## src/rtl/pwr_seq_pkg.sv

```systemverilog
package pwr_seq_pkg;

    typedef enum logic [1:0] {
        ST_ONLINE  = 2'd0,
        ST_HOLD    = 2'd1,
        ST_BACKUP  = 2'd2,
        ST_RECOVER = 2'd3
    } pwr_state_t;

    // reset values of the synchronizer flops: "below threshold, above cell"
    localparam logic SYNC_RST_PF  = 1'b1;
    localparam logic SYNC_RST_BKP = 1'b0;

endpackage

```

## src/rtl/pwr_sync.sv

```systemverilog
module pwr_sync #(
    parameter int  STAGES  = 2,
    parameter logic RST_VAL = 1'b0
) (
    input  logic clk,
    input  logic rst_n,
    input  logic d_async,
    output logic q_sync
);
    logic [STAGES-1:0] chain;

    genvar g;
    generate
        for (g = 0; g < STAGES; g++) begin : g_stage
            if (g == 0) begin : g_first
                always_ff @(posedge clk or negedge rst_n) begin
                    if (!rst_n) chain[0] <= RST_VAL;
                    else        chain[0] <= d_async;
                end
            end else begin : g_next
                always_ff @(posedge clk or negedge rst_n) begin
                    if (!rst_n) chain[g] <= RST_VAL;
                    else        chain[g] <= chain[g-1];
                end
            end
        end
    endgenerate

    assign q_sync = chain[STAGES-1];
endmodule

```

## src/rtl/pwr_rec_timer.sv

```systemverilog
module pwr_rec_timer #(
    parameter int REC_TICKS = 66
) (
    input  logic clk,
    input  logic rst_n,
    input  logic run,
    input  logic tick,
    output logic done
);
    localparam int CW = $clog2(REC_TICKS + 1);
    localparam logic [CW-1:0] LIMIT = CW'(REC_TICKS);

    logic [CW-1:0] cnt;

    always_ff @(posedge clk or negedge rst_n) begin
        if (!rst_n)                     cnt <= '0;
        else if (!run)                  cnt <= '0;
        else if (tick && cnt != LIMIT)  cnt <= cnt + 1'b1;
    end

    assign done = run && (cnt == LIMIT);
endmodule

```

## src/rtl/pwr_seq_fsm.sv

```systemverilog
module pwr_seq_fsm
    import pwr_seq_pkg::*;
(
    input  logic clk,
    input  logic rst_n,
    input  logic pf_low,
    input  logic bkp_low,
    input  logic osc_on,
    input  logic rec_done,
    output logic sel_backup,
    output logic access_en,
    output logic run_timer
);
    pwr_state_t state, state_nx;

    always_ff @(posedge clk or negedge rst_n) begin
        if (!rst_n) state <= ST_HOLD;
        else        state <= state_nx;
    end

    always_comb begin
        state_nx = state;
        unique case (state)
            ST_ONLINE: begin
                if (pf_low) state_nx = bkp_low ? ST_BACKUP : ST_HOLD;   // DIP
            end
            ST_HOLD, ST_BACKUP: begin
                if (pf_low)      state_nx = bkp_low ? ST_BACKUP : ST_HOLD; // SWAP
                else if (osc_on) state_nx = ST_RECOVER;                    // RISE_OSC
                else             state_nx = ST_ONLINE;                     // RISE_NOOSC
            end
            ST_RECOVER: begin
                if (pf_low)        state_nx = bkp_low ? ST_BACKUP : ST_HOLD; // REDIP
                else if (!osc_on)  state_nx = ST_ONLINE;                     // OSC_LOST
                else if (rec_done) state_nx = ST_ONLINE;                     // EXPIRE
            end
            default: state_nx = ST_HOLD;
        endcase
    end

    always_comb begin
        sel_backup = 1'b0;
        access_en  = 1'b0;
        run_timer  = 1'b0;
        unique case (state)
            ST_ONLINE:  access_en  = 1'b1;
            ST_HOLD:    ;
            ST_BACKUP:  sel_backup = 1'b1;
            ST_RECOVER: run_timer  = 1'b1;
            default:    ;
        endcase
    end
endmodule

```

## src/rtl/pwr_seq_top.sv

```systemverilog
module pwr_seq_top
    import pwr_seq_pkg::*;
#(
    parameter int REC_TICKS   = 66,
    parameter int SYNC_STAGES = 2
) (
    input  logic clk,
    input  logic rst_n,
    input  logic ref_tick,
    input  logic vcc_lt_pf_a,
    input  logic vcc_lt_bkp_a,
    input  logic osc_on,
    input  logic bus_busy,
    input  logic bus_wr,
    output logic sel_backup,
    output logic access_en,
    output logic bus_block,
    output logic bus_abort,
    output logic wr_commit
);
    logic pf_low_s;
    logic bkp_low_s;
    logic run_timer;
    logic rec_done;

    pwr_sync #(.STAGES(SYNC_STAGES), .RST_VAL(SYNC_RST_PF)) u_sync_pf (
        .clk(clk), .rst_n(rst_n), .d_async(vcc_lt_pf_a), .q_sync(pf_low_s));

    pwr_sync #(.STAGES(SYNC_STAGES), .RST_VAL(SYNC_RST_BKP)) u_sync_bkp (
        .clk(clk), .rst_n(rst_n), .d_async(vcc_lt_bkp_a), .q_sync(bkp_low_s));

    pwr_rec_timer #(.REC_TICKS(REC_TICKS)) u_timer (
        .clk(clk), .rst_n(rst_n), .run(run_timer), .tick(ref_tick), .done(rec_done));

    pwr_seq_fsm u_fsm (
        .clk(clk), .rst_n(rst_n),
        .pf_low(pf_low_s), .bkp_low(bkp_low_s), .osc_on(osc_on),
        .rec_done(rec_done),
        .sel_backup(sel_backup), .access_en(access_en), .run_timer(run_timer));

    assign bus_block = !access_en;
    assign bus_abort = bus_busy && !access_en;
    assign wr_commit = bus_wr && access_en;
endmodule

```

## config.mk

```make
export PLATFORM = sky130hd
export DESIGN_NAME = pwr_seq_top
export DESIGN_NICKNAME = d
export VERILOG_FILES = /design/src/rtl/pwr_seq_pkg.sv /design/src/rtl/pwr_sync.sv /design/src/rtl/pwr_rec_timer.sv /design/src/rtl/pwr_seq_fsm.sv /design/src/rtl/pwr_seq_top.sv
export SDC_FILE = /design/constraint.sdc
export NUM_CORES = 1
export LEC_CHECK = 0
export BUFFER_PORTS_ARGS = -buffer_cell sky130_fd_sc_hd__buf_2
export CORE_MARGIN = 3
export CORE_UTILIZATION = 51
export DETAILED_ROUTE_END_ITERATION = 6
export PLACE_DENSITY = 0.71
export REMOVE_ABC_BUFFERS = 1
export SETUP_SLACK_MARGIN = 0.15
export SYNTH_ARGS = -nofsm -noshare
export SYNTH_HDL_FRONTEND = slang
export SYNTH_SLANG_ARGS = --single-unit
export TNS_END_PERCENT = 30
```

## constraint.sdc

```tcl
create_clock -name clk -period 2.36 [get_ports clk]
set_clock_uncertainty 0.2 [all_clocks]
set_input_delay 0 -clock clk [delete_from_list [all_inputs] [get_ports clk]]
set_output_delay 0 -clock clk [all_outputs]
set_load 0.01 [all_outputs]
```

After elaboration in Yosys (flattened, before gate mapping)
Index checks and enable logic that the tools add are counted.

operators by class
  reduce and logical (&&, ||, !) cells = 8
  eq/ne operators = 8
  multiplexer cells = 13
  add/subtract/negate cells = 1

operators with widths
  operator                                                          number
  2-bit 2-to-1 mux                                                  7
  7-bit 2-to-1 mux                                                  2
  7-bit by 1-bit adder with 7-bit output (second input constant)    1
  7-bit == test (second input constant)                             1
  7-bit inequality test (second input constant)                     1
  2-bit case mux with 3 select lines                                1
  2-bit == test (second input constant)                             2
  1-bit logical AND                                                 4
  2-bit inequality test (second input constant)                     2
  4-bit inequality test (second input constant)                     1
  1-bit 2-to-1 mux                                                  3
  2-bit by 1-bit == test with 1-bit output (second input constant)  1
  2-bit logical NOT                                                 1
  2-bit AND reduction                                               1
  2-bit OR reduction                                                1
  1-bit logical NOT                                                 1

storage, ports and cells
  logic and storage cells = 36
  register bits after elaboration = 13
  bits of input ports = 8

Longest topological paths before layout
Gate-level depths: netlist of the first run.

  depth in word-level cells = 7
  gate-level depth with buffers = 5
  mapped depth without buffers = 5

Modules after synthesis
Synthesis of the first run repeated with hierarchy kept, for this count alone.

unflattened totals
  cells, all modules = 74
  area total of the unflattened synthesis = 760.7 µm²

by module, submodules not included
  module                 instances  cells each  sequential area each (µm²)  area each (µm²)
  pwr_rec_timer          1          47          175.2                       446.7
  pwr_seq_fsm            1          20          51.3                        195.2
  pwr_sync (u_sync_pf)   1          2           52.6                        52.6
  pwr_sync (u_sync_bkp)  1          2           50.0                        50.0
  pwr_seq_top            1          3           0.0                         16.3

Worst setup path before layout of the first run
Ideal clock, no wire load.

  path kind = register to register
  from = reg u_fsm.state[0]
  to = reg u_fsm.state[1]
  path buffers = 0
  arrival time = 1.358 ns
  setup time = 0.134 ns
  stages on the path, launching flop included = 6
  slack = 0.668 ns
  required time = 2.026 ns
  cell sequence = dfstp_2 -> inv_1 -> ha_1 -> o21a_1 -> a211oi_1 -> o32ai_1

on the way
  longest elaborated chain between the ends = 5
  elaborated cells on any way between the ends = 11
  those cells by class = eq/ne (5); mux (2); reduce/logical (4)

RTL lines
  element                                 line                                  source
  start: declaration                      pwr_seq_fsm.sv:14                     pwr_state_t state, state_nx;
  start signal: assignment                pwr_seq_fsm.sv:18                     else state <= state_nx;
  2-bit == test                           pwr_seq_fsm.sv:23, pwr_seq_fsm.sv:45
  1-bit 2-to-1 mux                        pwr_seq_fsm.sv:45                     unique case (state)
  1-bit logical AND                       pwr_rec_timer.sv:21                   assign done = run && (cnt == LIMIT);
  4-bit inequality test (no source line)  -
  2-bit AND reduction (no source line)    -

Several ways; a longest one is shown, not always the timed one.
A chain may end at the register's enable or synchronous reset.

Worst setup path after layout of the first run
  from = reg u_fsm.state[0]
  to = reg u_fsm.state[0]

The elaborated chain is that of the path after synthesis.

==> results of run 1 <==
## final cells by class
cell class / count / share of cell area, %
inverter: 7 / 3.08
clock buffer: 3 / 2.64
multi-input combinational: 46 / 39.0
tap: 14 / 2.05
sequential: 13 / 38.6
clock inverter: 1 / 0.587
timing repair buffer: 18 / 14.1
## stage by stage
step	std cells	total power [mW]	hold WS [ps]	cell area (sq um)	utilization (%)
after floorplan	66	0.434	-496	688	-
after global placement	92	0.501	-307	766	64.6
after detailed placement	92	0.510	-307	766	64.6
after CTS	102	0.649	34.8	853	71.9
after global routing	102	0.696	60.9	853	71.9
final	102	0.642	47.0	853	71.9
## how the worst max path moves through the flow
stage | startpoint | endpoint | slack (ps)
3_3_place_gp | u_fsm.state[0] | u_fsm.state[0] | 600
6_report | u_fsm.state[0] | u_fsm.state[0] | 550
5_1_grt | u_fsm.state[0] | u_fsm.state[0] | 430
4_1_cts | u_fsm.state[0] | u_fsm.state[0] | 530
3_5_place_dp | u_fsm.state[0] | u_fsm.state[0] | 550
2_1_floorplan | u_fsm.state[0] | u_fsm.state[1] | 670
## flip-flops by register name (all words and copies together), names as in the netlist
register / flops
u_sync_bkp.chain: 1
u_sync_bkp.q_sync: 1
u_sync_pf.q_sync: 1
u_fsm.state: 2
u_timer.cnt: 7
u_sync_pf.chain: 1
## power by group through the flow
stage	registers (mW)	logic, mW	clock network, mW
2_1_floorplan	0.269	0.164	0
3_3_place_gp	0.271	0.230	0
6_report	0.269	0.243	0.130
5_1_grt	0.273	0.275	0.148
3_5_place_dp	0.273	0.237	0
4_1_cts	0.269	0.245	0.135
## timing repair
item                                    CTS  global route
hold endpoints to repair                 23             0
endpoints found under the setup margin    0             0
hold buffers                              6             0
## cells in the final DEF, fill, tap and decap left out, drive strengths merged, types with 2 or more instances in the layout
cell type,instances
inv,7
o32ai,2
clkbuf,3
mux2i,2
buf,12
dfrtp,10
nand4,2
dfstp,3
nor2,2
xor2,2
dlygate4sd3,6
nand2,7
ha,5
nor2b,4
or3,2
a21oi,3
a31oi,2
o21ai,2
## metal layers
layer | global-route usage [%] | vias up | part of all wire (%) | routed length [um]
met3 | 6.78 | 2 | 7.6 | 97
met4 | 6.83 | 0 | 1.1 | 14
met2 | 27.5 | 21 | 48 | 613
li1 | - | 280 | - | -
met1 | 18.5 | 253 | 43 | 555
met5 | 0 | - | 0 | 0
## cell families (layout without fill, tap and decap cells)
family / Yosys count / count (layout) / synth area share (%)
compound gates: 13 / 13 / 13.1
xor+xnor: 2 / 2 / 2.55
fa+ha+maj: 5 / 5 / 9.09
buf+inv: 7 / 29 / 3.82
flops: 13 / 13 / 47.8
mux: 2 / 2 / 2.91
simple gates: 24 / 24 / 20.7
==> flow_summary.ini, run 1 <==
[timing]
setup-tns-final_ps = 0
tightest_slew_ps = 464
setup_viol = 0
fin_crit_sh_pct = 76.6
post-route-min-period_ps = 1810
hold_viol = 0
max_freq_ghz = 0.553
slew-limit-headroom_pct = 68.9
rsz0062_at_grt = false
slew_violations = 0
worst_slack_ps = 551

[pwr]
switchingPower_uw = 217
power_frac_clock_pct = 20.3
switching_share_pct = 33.7
pwr-share-comb_pct = 37.9
power_density_nw_per_um2 = 753
p_seq_share_pct = 41.9
vdd_drop_max_mv = 0.563
internal_power_uw = 426
cellLeakagePower_nw = 0.393

[cells_and_area]
ff_latch_area_sq_um = 329
nNetsFinal = 102
n_antenna_cell = 0
layout-drive-gt1-share_pct = 23.9
nFillCells = 93
multi_input_area_sq_um = 333
syn2layout_area_growth_pct = 24.0

[critical_path]
path_depth = 5
r2r-end = u_fsm.state[0]
crit_buf_inv = 1
rrSetupSlack_ps = 550
startpoint_type = flip-flop
endpoint_kind = flip-flop
critical-path-top-delay-family = flip-flops
max_stage_delay_ps = 530
cp.required_ps = 2340
critical_path_class = flip-flop to flip-flop
r2r_cells = 5
crit_fanout = 3
worstReg2RegStart = u_fsm.state[0]
crit_path_cell_trace = inv_1 > ha_1 > nor4bb_1 > a221oi_1 > o32ai_1
cp.arrival_ps = 1790
slowest_stage = dfstp_2

[synthesis]
yosys.area.top_type_share_pct = 36.4
synth-async-reset-ratio_pct = 100
synth-seq-cells = 13
synth_edf_count = 0
syn_inst = 66
synth.top_cells.by_count = 10 x dfrtp_1, 7 x inv_1, 7 x nand2_1
ys_types = 26
synth_top_cells_by_area = dfrtp_1 36%, dfstp_2 11%, ha_1 9.1%, inv_1 3.8%, nand2_1 3.8%
yosysSeqAreaShare_pct = 47.8
yosysWarnings = 0
synth_most_common_cell = dfrtp_1
synthFlopType = dfrtp_1
avgSynthCellArea_sq_um = 10.4
yosys.area.top_type = dfrtp_1
syn_area_sq_um = 688

[die]
dieArea_sq_um = 1830
die_x_um = 42.7
floorplan.initialDensity_pct = 58.0
die_y_um = 42.7
rows = 12
coreArea_sq_um = 1190
io_pins = 13

[routing]
routed-via-count = 556
drcViolationCount = 0
dr.pass1.iters = 4
avgViaCountPerCell = 5.45
ant_nets = 0
drtIter0Drc = 9
drt_wl_total_um = 1280
wire_per_inst_um = 12.5

[cts]
cts_tree = done
cts_buffers = 3
postCtsSetupBuffers = 0
cts.sinks = 13
ctsResizeCount = 0
root_buffer = clkbuf_4
path_clk_slew_ps = 80
htree_levels = 1
insertion_delay_ps = 270
clock_path_buffers = 2

[grt]
grt_pass1_wl_um = 2210
antenna_found_initial = 0
grt_use_total_pct = 16.6
grt_max_degree = 11
grt_pass1_vias = 546
gr-total-overflow = 0

[hold_path]
hp-class = input port to asynchronous set/reset pin

[place]
place.gp.congestion = 0.804
dp_hpwl_um = 931
port_buffers = 12
dp_slack_ps = 552

[job]
maxCapViolCount = 0

[outcome]
status = finished, final reports clean
Power figures use the tool's default switching activity.
==> inputs of run 2 (changes only) <==
ABC_AREA = 1   (was not set)
CORE_UTILIZATION = 48   (was 51)
PLACE_DENSITY = 0.7   (was 0.71)
clock period = 1.59 ns   (was 2.36 ns; I/O delays follow)
==> flow_summary.ini, run 2 <==
[cts]
cts_buffers = 3
htree_levels = 1
cts.sinks = 13
clock_path_buffers = 2
insertion_delay_ps = 280
cts_tree = done
root_buffer = clkbuf_4
path_clk_slew_ps = 80

[synthesis]
synth_top_cells_by_area = dfrtp_1 33%, nand2_1 16%, dfstp_2 10%, ha_1 8.2%, nor2_1 6.4%
yosys.area.top_type = dfrtp_1
synth_edf_count = 0
syn_area_sq_um = 763
yosys.area.top_type_share_pct = 32.8
syn_inst = 100
avgSynthCellArea_sq_um = 7.63
synth.top_cells.by_count = 32 x nand2_1, 13 x nor2_1, 12 x inv_1
synth-seq-cells = 13
yosysSeqAreaShare_pct = 43.1
yosysWarnings = 0
synth_most_common_cell = nand2_1
synthFlopType = dfrtp_1
synth-async-reset-ratio_pct = 100
ys_types = 17

[pwr]
p_seq_share_pct = 29.9
power_density_nw_per_um2 = 1290
cellLeakagePower_nw = 0.554
pwr-share-comb_pct = 56.3
switchingPower_uw = 583
internal_power_uw = 867
vdd_drop_max_mv = 0.860
switching_share_pct = 40.2
power_frac_clock_pct = 13.8

[critical_path]
crit_end = u_fsm.state[0]
worstReg2RegStart = u_fsm.state[1]
max_stage_delay_ps = 470
r2r_cells = 6
crit_path_cell_trace = inv_1 > ha_4 > o21ai_2 > nand3_2 > nand3_1 > o21ai_1
path_depth = 6
critical_path_class = flip-flop to flip-flop
endpoint_kind = flip-flop
crit_buf_inv = 1
critical-path-top-delay-family = flip-flops
worstSetupStartpoint = u_fsm.state[1]
crit_fanout = 4
cp.arrival_ps = 1570
r2r-end = u_fsm.state[0]
rrSetupSlack_ps = 20
startpoint_type = flip-flop
slowest_stage = dfrtp_1
cp.required_ps = 1590

[place]
dp_slack_ps = 10.8
place.gp.congestion = 0.804
dp_hpwl_um = 1080
dp.cells = 130
port_buffers = 12
placed_cell_area_sq_um = 861

[die]
die_y_um = 45.9
dieArea_sq_um = 2100
die_x_um = 45.9
coreArea_sq_um = 1400
floorplan.initialDensity_pct = 54.6
rows = 13
io_pins = 13

[cells_and_area]
layout-drive-gt1-share_pct = 44.5
n_antenna_cell = 0
nNetsFinal = 142
utilization_pct = 80.3
syn2layout_area_growth_pct = 47.2
largest_reg_flops = 7
nFillCells = 88
stdcell_count = 143
final_cell_mix = 24 x nand2_1, 11 x buf_2, 10 x nor2_1
reg.largest.list = u_timer.cnt: 7 flops, u_fsm.state: 2 flops
largest-register = u_timer.cnt
design_area_sq_um = 1120
mostFrequentLayoutCell = nand2_1

[routing]
routed-via-count = 698
wire_per_inst_um = 13.0
drcViolationCount = 0
avgViaCountPerCell = 4.88
drt_wl_total_um = 1860
dr.pass1.iters = 4
drtIter0Drc = 17
ant_nets = 0

[outcome]
status = finished, final reports clean

[hold_path]
hp-class = input port to asynchronous set/reset pin

[timing]
worst_slack_ps = 23.2
slew_violations = 0
setup_viol = 0
max_freq_ghz = 0.638
slew-limit-headroom_pct = 68.2
fin_crit_sh_pct = 98.5
hold_ws_ps = 35.4
post-route-min-period_ps = 1570
rsz0062_at_grt = true
tightest_slew_ps = 478
hold_viol = 0

[grt]
grt_max_degree = 11
antenna_found_initial = 0
grt_pass1_wl_um = 2640
grt_use_total_pct = 17.6
grt_pass1_vias = 614
gr-total-overflow = 0

[job]
maxCapViolCount = 0
## run 2: logic make-up after synthesis
group	Yosys count	share of synthesized area, %
xor+xnor	3	3.44
simple gates	58	32.5
flops	13	43.1
fa+ha+maj	5	8.20
buf+inv	14	8.20
compound gates	7	4.59
## run 2: routing by layer
metal  GRT usage [%]  share of wire (%)  vias to the layer above
met1            22.5                 43                      310
met2            28.8                 52                       23
met3            5.93                4.5                        0
met4            3.41                  0                        0
met5               0                  0                        -
li1                -                  -                      365
## run 2: worst min path at each step
stage,start,endpoint,slack [ps],cells after the start
finish,rst_n,u_fsm.state[0],40,2
global route,rst_n,u_fsm.state[0],30,2
CTS,rst_n,u_fsm.state[0],30,2
detailed placement,rst_n,u_timer.cnt[0],-300,1
global placement,rst_n,u_timer.cnt[0],-300,1
floorplan,rst_n,u_fsm.state[1],-500,0
## run 2: layout make-up
class	count	area (sq um)	share of cell area [%]
clock buffers	3	22.5	2.00
clock inverters	1	5.00	0.445
inverters	13	56.3	5.01
multi-input cells	73	498	44.3
flip-flops and latches	13	330	29.4
well taps	15	18.8	1.67
repair buffers	25	193	17.1
## run 2: timing repair
action | 4_1_cts | 5_1_grt
pin swaps | 6 | 9
setup endpoints to repair | 14 | 14
resized for setup | 17 | 27
hold buffers | 6 | 0
setup buffers | 3 | 0
hold endpoints to repair | 24 | 0
## run 2: power by group through the flow
stage,Combinational [mW],Sequential (mW),Clock [mW]
after floorplan,0.306,0.418,0
after global placement,0.479,0.425,0
after detailed placement,0.484,0.429,0
after CTS,0.678,0.428,0.205
after global routing,0.882,0.438,0.219
final,0.816,0.434,0.200
## run 2: through the flow
step	power [mW]	setup TNS, ps
floorplan	0.724	0
global placement	0.904	0
detailed placement	0.912	0
CTS	1.31	0
global route	1.54	-110
finish	1.45	0
